<file path="src/rtl/rf_pkg.sv">
// Package rf_pkg: shared codes and the pair-operation type for the register bank.
// Assumes byte codes are 3 bits and pair codes 2 bits; these are encoding facts, not sizes.
package rf_pkg;
    typedef enum logic [2:0] {
        POP_NONE = 3'b000,
        POP_LOAD = 3'b001,
        POP_INC  = 3'b010,
        POP_DEC  = 3'b011,
        POP_SWAP = 3'b100,
        POP_ADD  = 3'b101
    } pair_op_e;

    localparam logic [2:0] CODE_B   = 3'b000;
    localparam logic [2:0] CODE_C   = 3'b001;
    localparam logic [2:0] CODE_D   = 3'b010;
    localparam logic [2:0] CODE_E   = 3'b011;
    localparam logic [2:0] CODE_H   = 3'b100;
    localparam logic [2:0] CODE_L   = 3'b101;
    localparam logic [2:0] CODE_MEM = 3'b110;
    localparam logic [2:0] CODE_A   = 3'b111;

    localparam logic [1:0] PAIR_SP  = 2'b11;
    localparam int         NUM_SLOT = 8;
endpackage

</file>
<file path="src/rtl/rf_read_port.sv">
// Module rf_read_port: one combinational byte read port over the flattened slot vector.
// Assumes the slot at the memory code is held at zero by the owner of the storage.
module rf_read_port
    import rf_pkg::*;
#(
    parameter int DATA_W = 8
) (
    input  logic [2:0]                 code,
    input  logic [NUM_SLOT*DATA_W-1:0] slots,
    output logic [DATA_W-1:0]          data,
    output logic                       is_mem
);
    // Select the coded slot; the memory slot reads as zero.
    always_comb begin
        data   = slots[int'(code)*DATA_W +: DATA_W];
        is_mem = (code == CODE_MEM);
    end
endmodule

</file>
<file path="src/rtl/rf_pair_alu.sv">
// Module rf_pair_alu: 16-bit (2*DATA_W) arithmetic for pair operations.
// Assumes the caller routes the result to the correct pair; only the add yields a carry.
module rf_pair_alu
    import rf_pkg::*;
#(
    parameter int DATA_W = 8,
    localparam int PW    = 2 * DATA_W
) (
    input  pair_op_e       op,
    input  logic [PW-1:0]  operand,
    input  logic [PW-1:0]  hl_val,
    input  logic [PW-1:0]  imm,
    output logic [PW-1:0]  result,
    output logic           carry
);
    // Form the pair result for the requested operation.
    always_comb begin
        carry  = 1'b0;
        result = operand;
        unique case (op)
            POP_LOAD: result = imm;
            POP_INC:  result = operand + 1'b1;
            POP_DEC:  result = operand - 1'b1;
            POP_ADD:  {carry, result} = {1'b0, hl_val} + {1'b0, operand};
            default:  result = operand;
        endcase
    end
endmodule

</file>
<file path="src/rtl/gpr_bank.sv">
// Module gpr_bank: byte registers A,B,C,D,E,H,L plus SP, with byte and pair access.
// Slot index equals the byte code; slot 6 (memory code) is never written and stays zero.
// Assumes pair_op values 110/111 behave as no operation.
module gpr_bank
    import rf_pkg::*;
#(
    parameter int DATA_W = 8,
    localparam int PW    = 2 * DATA_W
) (
    input  logic              clk,
    input  logic              rst_n,
    input  logic [2:0]        rd_src_code,
    input  logic [2:0]        rd_dst_code,
    input  logic              wr_en,
    input  logic [2:0]        wr_code,
    input  logic [DATA_W-1:0] wr_data,
    input  logic [2:0]        pair_op,
    input  logic [1:0]        pair_sel,
    input  logic [DATA_W-1:0] imm_hi,
    input  logic [DATA_W-1:0] imm_lo,
    output logic [DATA_W-1:0] rd_src_data,
    output logic [DATA_W-1:0] rd_dst_data,
    output logic              src_is_mem,
    output logic              dst_is_mem,
    output logic              wr_is_mem,
    output logic [PW-1:0]     hl_addr,
    output logic [PW-1:0]     sp_out,
    output logic              cy_we,
    output logic              cy_out
);
    localparam int SW = NUM_SLOT * DATA_W;

    logic [SW-1:0]     slots_q;
    logic [SW-1:0]     slots_nxt;
    logic [PW-1:0]     sp_q;
    logic [PW-1:0]     sp_nxt;
    logic [PW-1:0]     pair_val;
    logic [PW-1:0]     alu_res;
    logic              alu_cy;
    pair_op_e          op;
    int                hi_slot;

    assign op      = pair_op_e'(pair_op);
    assign hi_slot = int'(pair_sel) * 2;

    // Present the H-L pair as an address and the stack pointer.
    always_comb begin
        hl_addr = {slots_q[int'(CODE_H)*DATA_W +: DATA_W], slots_q[int'(CODE_L)*DATA_W +: DATA_W]};
        sp_out  = sp_q;
    end

    // Pick the 16-bit operand named by pair_sel.
    always_comb begin
        if (pair_sel == PAIR_SP) pair_val = sp_q;
        else pair_val = {slots_q[hi_slot*DATA_W +: DATA_W], slots_q[(hi_slot+1)*DATA_W +: DATA_W]};
    end

    rf_pair_alu #(.DATA_W(DATA_W)) i_alu (
        .op      (op),
        .operand (pair_val),
        .hl_val  (hl_addr),
        .imm     ({imm_hi, imm_lo}),
        .result  (alu_res),
        .carry   (alu_cy)
    );

    // Carry strobe and memory-operand write flag.
    always_comb begin
        cy_we     = (op == POP_ADD);
        cy_out    = cy_we & alu_cy;
        wr_is_mem = wr_en & (wr_code == CODE_MEM);
    end

    // Next state: byte write first, then pair operation overrides any shared register.
    always_comb begin
        slots_nxt = slots_q;
        sp_nxt    = sp_q;
        if (wr_en && wr_code != CODE_MEM)
            slots_nxt[int'(wr_code)*DATA_W +: DATA_W] = wr_data;
        unique case (op)
            POP_LOAD, POP_INC, POP_DEC: begin
                if (pair_sel == PAIR_SP) sp_nxt = alu_res;
                else begin
                    slots_nxt[hi_slot*DATA_W +: DATA_W]     = alu_res[PW-1:DATA_W];
                    slots_nxt[(hi_slot+1)*DATA_W +: DATA_W] = alu_res[DATA_W-1:0];
                end
            end
            POP_SWAP: begin
                slots_nxt[int'(CODE_D)*DATA_W +: DATA_W] = slots_q[int'(CODE_H)*DATA_W +: DATA_W];
                slots_nxt[int'(CODE_E)*DATA_W +: DATA_W] = slots_q[int'(CODE_L)*DATA_W +: DATA_W];
                slots_nxt[int'(CODE_H)*DATA_W +: DATA_W] = slots_q[int'(CODE_D)*DATA_W +: DATA_W];
                slots_nxt[int'(CODE_L)*DATA_W +: DATA_W] = slots_q[int'(CODE_E)*DATA_W +: DATA_W];
            end
            POP_ADD: begin
                slots_nxt[int'(CODE_H)*DATA_W +: DATA_W] = alu_res[PW-1:DATA_W];
                slots_nxt[int'(CODE_L)*DATA_W +: DATA_W] = alu_res[DATA_W-1:0];
            end
            default: ;
        endcase
    end

    // One byte register per slot, cleared by reset.
    for (genvar g = 0; g < NUM_SLOT; g++) begin : g_slot
        always_ff @(posedge clk) begin
            if (!rst_n) slots_q[g*DATA_W +: DATA_W] <= '0;
            else        slots_q[g*DATA_W +: DATA_W] <= slots_nxt[g*DATA_W +: DATA_W];
        end
    end

    // Stack pointer register, cleared by reset.
    always_ff @(posedge clk) begin
        if (!rst_n) sp_q <= '0;
        else        sp_q <= sp_nxt;
    end

    rf_read_port #(.DATA_W(DATA_W)) i_rd_src (
        .code (rd_src_code), .slots (slots_q), .data (rd_src_data), .is_mem (src_is_mem)
    );

    rf_read_port #(.DATA_W(DATA_W)) i_rd_dst (
        .code (rd_dst_code), .slots (slots_q), .data (rd_dst_data), .is_mem (dst_is_mem)
    );
endmodule

</file>
<file path="config.mk">
export PLATFORM = sky130hd
export DESIGN_NAME = gpr_bank
export DESIGN_NICKNAME = d
export VERILOG_FILES = /design/src/rtl/rf_pkg.sv /design/src/rtl/rf_read_port.sv /design/src/rtl/rf_pair_alu.sv /design/src/rtl/gpr_bank.sv
export SDC_FILE = /design/constraint.sdc
export NUM_CORES = 1
export LEC_CHECK = 0
export ABC_AREA = 1
export BUFFER_PORTS_ARGS = -buffer_cell sky130_fd_sc_hd__buf_2
export CAP_MARGIN = 20
export CELL_PAD_IN_SITES_DETAIL_PLACEMENT = 1
export CELL_PAD_IN_SITES_GLOBAL_PLACEMENT = 2
export CORE_MARGIN = 2
export CORE_UTILIZATION = 35
export CTS_BUF_LIST = sky130_fd_sc_hd__clkbuf_8
export CTS_CLUSTER_SIZE = 8
export DETAILED_ROUTE_END_ITERATION = 10
export MAX_ROUTING_LAYER = met4
export PLACE_DENSITY = 0.95
export SLEW_MARGIN = 20
export SYNTH_ARGS = -nofsm -noshare
export SYNTH_HDL_FRONTEND = slang
export SYNTH_SLANG_ARGS = --single-unit
</file>
<file path="constraint.sdc">
create_clock -name clk -period 4.5 [get_ports clk]
set_input_delay 0.45 -clock clk [delete_from_list [all_inputs] [get_ports clk]]
set_output_delay 0.45 -clock clk [all_outputs]
set_load 0.02 [all_outputs]
</file>
# After elaboration in Yosys (flattened, before gate mapping)
# Index checks and enable logic that the tools add are counted.
word_totals:
  reg_bits: 80
  out_inout_bits: 53
  wordCells: 53
op_classes:
  n_addsub: 7
  eq_ne: 10
  n_shift: 10
  n_mux: 12
  bitwise: 2
  reduce_logical: 3
op_table:
  columns: ["cell", "count"]
  rows:
  - ["$bwmux W64", 3]
  - ["$shift A8 B33 Y64 const A", 3]
  - ["$shiftx A64 B7 Y8", 3]
  - ["$shiftx A8 B33 Y64", 3]
  - ["$mux W64", 2]
  - ["$neg A6 Y33", 2]
  - ["$pmux W16 S4", 1]
  - ["$shiftx A64 B32 Y8", 1]
  - ["$mux W16", 3]
  - ["$pmux W16 S3", 1]
  - ["$neg A7 Y33", 1]
  - ["$pmux W16 S2", 1]
  - ["$add A16 B16 Y17", 1]
  - ["$add A16 B1 Y16 const B", 1]
  - ["$sub A16 B1 Y16 const B", 1]
  - ["$eq A3 B3 Y1 const B", 5]
  - ["$eq A3 B2 Y1 const B", 2]
  - ["$add A3 B1 Y4 const B", 1]
  - ["$eq A3 B1 Y1 const B", 1]
  - ["$ne A3 B3 Y1 const B", 1]
  - ["$reduce_or A3 Y1", 1]
  - ["$and A1 B1 Y1", 2]
  - ["$eq A2 B2 Y1 const B", 1]
  - ["$reduce_and A2 Y1", 1]
  - ["other kinds (2)", 2]

# Longest topological paths before layout
logic_depth:
  depth_word: 10
  depth_mapped: 23

# Modules after synthesis
# A second synthesis with hierarchy kept.
unflattened:
  cells_unflattened: 1703
  area_unflattened_um2: 9500.4
modules_own_cells:
  columns: ["mod", "n_inst", "cells_each", "area_each_um2", "seq_area_each_um2"]
  rows:
  - ["gpr_bank", 1, 840, 5421.4, 1601.5]
  - ["rf_pair_alu", 1, 433, 2207.1, 0.0]
  - ["rf_read_port", 2, 215, 935.9, 0.0]

# Least setup slack after synthesis
# No wires, ideal clock.
synth_path:
  kind: "input to output"
  startpoint: "input port pair_sel[0]"
  endpoint: "output port cy_out"
  t_arrival_ns: 2.664
  slack_ns: 1.386
  stages: 16
  n_path_buf: 1
  cell_sequence: "ha_1 > inv_2 > clkbuf_1 > nor2_1 > a31oi_2 > fa_1 > nand3_1 > nand3_2 > nand3_1 > nand3_1 > nand3_1 > nand2_1 > nand2_1 > nand2_1 > a21oi_1 > nor2_1"
synth_between:
  elab_chain_len: 6
synth_rtl:
  columns: ["element", "line", "text"]
  rows:
  - ["from (decl)", "gpr_bank.sv:18", "input logic [1:0] pair_sel,"]
  - ["$add A3 B1 Y4", "gpr_bank.sv:55", "else pair_val = {slots_q[hi_slot*DATA_W +: DATA_W], slots_q[(hi_slot+1)*DATA_W +: DATA_W]};"]
  - ["$shiftx A64 B32 Y8", "gpr_bank.sv:55", null]
  - ["$mux W16 (*)", "gpr_bank.sv:54", "if (pair_sel == PAIR_SP) pair_val = sp_q;"]
  - ["$add A16 B16 Y17 (*)", "rf_pair_alu.sv:24", "POP_ADD: {carry, result} = {1'b0, hl_val} + {1'b0, operand};"]
  - ["$mux W1 (*)", "rf_pair_alu.sv:20", "unique case (op)"]
  - ["$and A1 B1 Y1 (*)", "gpr_bank.sv:70", "cy_out = cy_we & alu_cy;"]
  - ["to (decl)", "gpr_bank.sv:29", "output logic cy_out"]
# Every way passes the cells marked *; elsewhere a longest branch is shown, timed or not.

# Worst setup path in the final report
# Same ends and word-level chain as after synthesis.

==> results by group <==
Final layout
  • ANT cells: 0
  • Area growth syn-to-layout: 8.67%
  • Most frequent cells in the layout: a21oi_1, nand2_1, o21ai_0
  • Leading cell type in the layout, fill and taps excluded: a21oi_1
  • Multi-input logic area: between 5000 and 6000 µm²
  • Net count, final: approximately 1,500
  • Register area: 1600 µm²
  • Fill cells: 3,275
  • Layout cells sized above 1: 13.8%

STA
  • Rel. slew slack: 36.9%
  • Final-report hold violation count: 0
  • Final setup margin: between 0.6 and 0.7 ns
  • Worst-Margin Slew: 0.939 ns
  • Fmax: roughly 260 MHz
  • Post-Route Setup TNS: 0 ns
  • Worst clock skew: around 0.013 ns
  • Slew Limit Fails: 0
  • Setup violations, final: 0
  • RSZ-0062 raised after global routing: no
  • Final min period: 3.88 ns
  • Part of the cycle the worst path needs: around 86%

Clock network
  • # Post-CTS Setup Buffers: 0
  • Post-CTS Hold Buffers: 0
  • CTS Buf Count: 9
  • Clk buf depth: 2
  • H-tree levels: 3
  • # resized after CTS: 0
  • Clk sinks: 80
  • CTS tree: yes
  • Root Buffer: clkbuf_8
  • Reg clk slew, reported paths: approximately 0.10 ns
  • Clock latency on the worst-skew pair: 0.39 ns

Placed design
  • Port Buffer Count: 93
  • Detailed Place HPWL: between 30 and 40 mm
  • GP Congestion: ~0.99
  • Place WS: approximately 0.44 ns

Pwr
  • IR drop worst, VDD: ~150 µV
  • Cell Pwr Density: around 270 nW/µm²
  • LEAKAGE: around 3.9 nW

Detailed routing
  • Via density: 6.11
  • DRT antenna net count: 0
  • Initial DRC count: 1,158
  • Final wirelength: 41.1 mm
  • Wire per inst: roughly 24 µm
  • Vias post-DR: 10,624
  • DRC viols: 0
  • Initial DRT Pass Iterations: 5

Setup path
  • Crit path arrival time: 3.43 ns
  • Worst r2r src: hl_addr[8]
  • Worst EP required: approximately 4.1 ns
  • Flop2flop setup slack: 0.86 ns
  • Crit path max fanout: 31
  • Startpoint types: input pin
  • RR Endpoint: slots_q[23]
  • Worst R2R Path Depth: 18
  • Critical path class: in -> out
  • Crit path capture type: output pin

GRT
  • All-Layer GR Usage: between 30% and 40%
  • Initial antenna violation count: 0
  • Vias in the first global route: ~10,000
  • Grt ovf: 0
  • Largest net degree at the start of global routing: 42
  • First-pass GRT wire length: about 63 mm

Synth
  • Post-Syn Area: approximately 8400 µm²
  • Count of flip-flops with a built-in enable after synthesis: 0
  • Seq cells post-synth: 80
  • Dominant synthesized flop cell: dfxtp_1
  • Post-synth cell types: between 50 and 60
  • Avg Inst Size Synth: between 6 and 7 µm²
  • Yosys warning count: 0
  • Post-Syn Nets: roughly 1,500
  • Mapped Cells: 1,389
  • Async set or reset register ratio after synthesis: 0%
  • Register area share after synthesis: a little under a fifth

Floorplan
  • Starting Density: 35.9%
  • FP Rows: between 50 and 60
  • Die W: ~160 µm
  • Die Height: approximately 160 µm
  • Die area: 25,400 µm²
  • Io pins: between 90 and 100
  • Core Region: 23,500 µm²

Run
  • Max Cap Viol: 0

Hold path
  • Hold Startpoint: wr_data[7]
  • Hold Path Sink: slots_q[63]
  • WHS Path Cells: 3
  • Hold WC Path Type: in -> reg

Run status
  • Outcome: complete, no violations
==> final cells by class <==
cell class	count	area share [%]
well taps	319	4.35
multi-input cells	1069	63.2
flip-flops and latches	80	17.5
clock inverters	5	1.15
inverters	150	6.14
clock buffers	10	1.50
repair buffers	105	6.19
==> cells in the mapped netlist, drive strengths merged, types with 2 or more instances <==
library cell / count / area share [%]
clkbuf: 50 / 2.2
a21oi: 219 / 13
ha: 39 / 5.8
a211oi: 11 / 1.0
nor3: 24 / 1.9
o2111ai: 3 / 0.39
dfxtp: 80 / 19
nor2: 134 / 6.8
a31oi: 37 / 3.0
or2: 16 / 1.2
o211ai: 23 / 2.0
fa: 2 / 0.47
inv: 146 / 6.5
buf: 40 / 3.5
and2: 3 / 0.22
nand2: 209 / 9.6
o31ai: 2 / 0.18
a221oi: 13 / 1.3
nand4: 17 / 1.3
o22ai: 12 / 0.96
xor2: 2 / 0.21
clkinv: 4 / 0.18
o21bai: 5 / 0.49
a21o: 6 / 0.53
nand3b: 2 / 0.18
nand3: 74 / 4.8
o21ai: 209 / 12
==> logic make-up after synthesis <==
logic type                 after synthesis  synth area share [%]
buffers and inverters                  240                  12.4
muxes                                    1                 0.119
and+or+nand+nor                        480                  26.0
xor gates and xnor gates                 2                 0.208
adders and majority gates               41                  6.26
DFF                                     80                  19.0
AOI/OAI and AO/OA                      545                  36.1
==> metal layers <==
metal  vias to the layer above  wire, µm  track usage, %
li1                       4859         -               -
met5                         -         0               -
met4                         0      1750            12.7
met2                       469     18600            50.4
met3                       123      3090            5.39
met1                      5173     17700            42.7
==> how the worst max path moves through the flow <==
stage | startpoint | to | slack (ns)
5_1_grt | pair_sel[0] | cy_out | 0.34
4_1_cts | pair_sel[0] | cy_out | 0.66
3_3_place_gp | pair_sel[0] | slots_q[17] | 0.49
3_5_place_dp | pair_sel[0] | slots_q[16] | 0.44
2_1_floorplan | pair_sel[0] | cy_out | 1.39
6_report | pair_sel[0] | cy_out | 0.62
==> power breakdown <==
part,internal (mW),switching (mW)
clock network,0.381,0.317
registers,0.748,0.0561
logic,0.280,0.690
==> sequential cells by signal, indices dropped and copies added, names as in the netlist <==
register and count:
hl_addr 16, slots_q 48, sp_out 16
==> through the flow <==
step	instances	area, µm²	total power [mW]	hold WS (ns)	utilization, %
6_report	1738	9170	2.47	0.435	39.0
3_3_place_gp	1723	8930	1.74	0.512	37.9
2_1_floorplan	1389	8440	1.45	0.467	-
5_1_grt	1738	9170	2.59	0.449	39.0
4_1_cts	1738	9170	2.44	0.440	39.0
3_5_place_dp	1723	8930	1.76	0.542	37.9
==> worst max-delay path, stage by stage <==
cell	delay (ns)
buf_2	0.20
inv_2	0.42
nand2_1	0.11
nand3_1	0.10
nand3_1	0.14
nand2_1	0.10
inv_1	0.09
ha_1	0.22
fa_1	0.41
nand3_1	0.11
nand3_2	0.13
nand3_1	0.12
nand3_1	0.15
nand3_1	0.10
nand2_1	0.08
nand2_1	0.09
nand2_1	0.06
a21oi_1	0.12
nor2_1	0.07
buf_2	0.16
(Power assumes the default switching activity.)
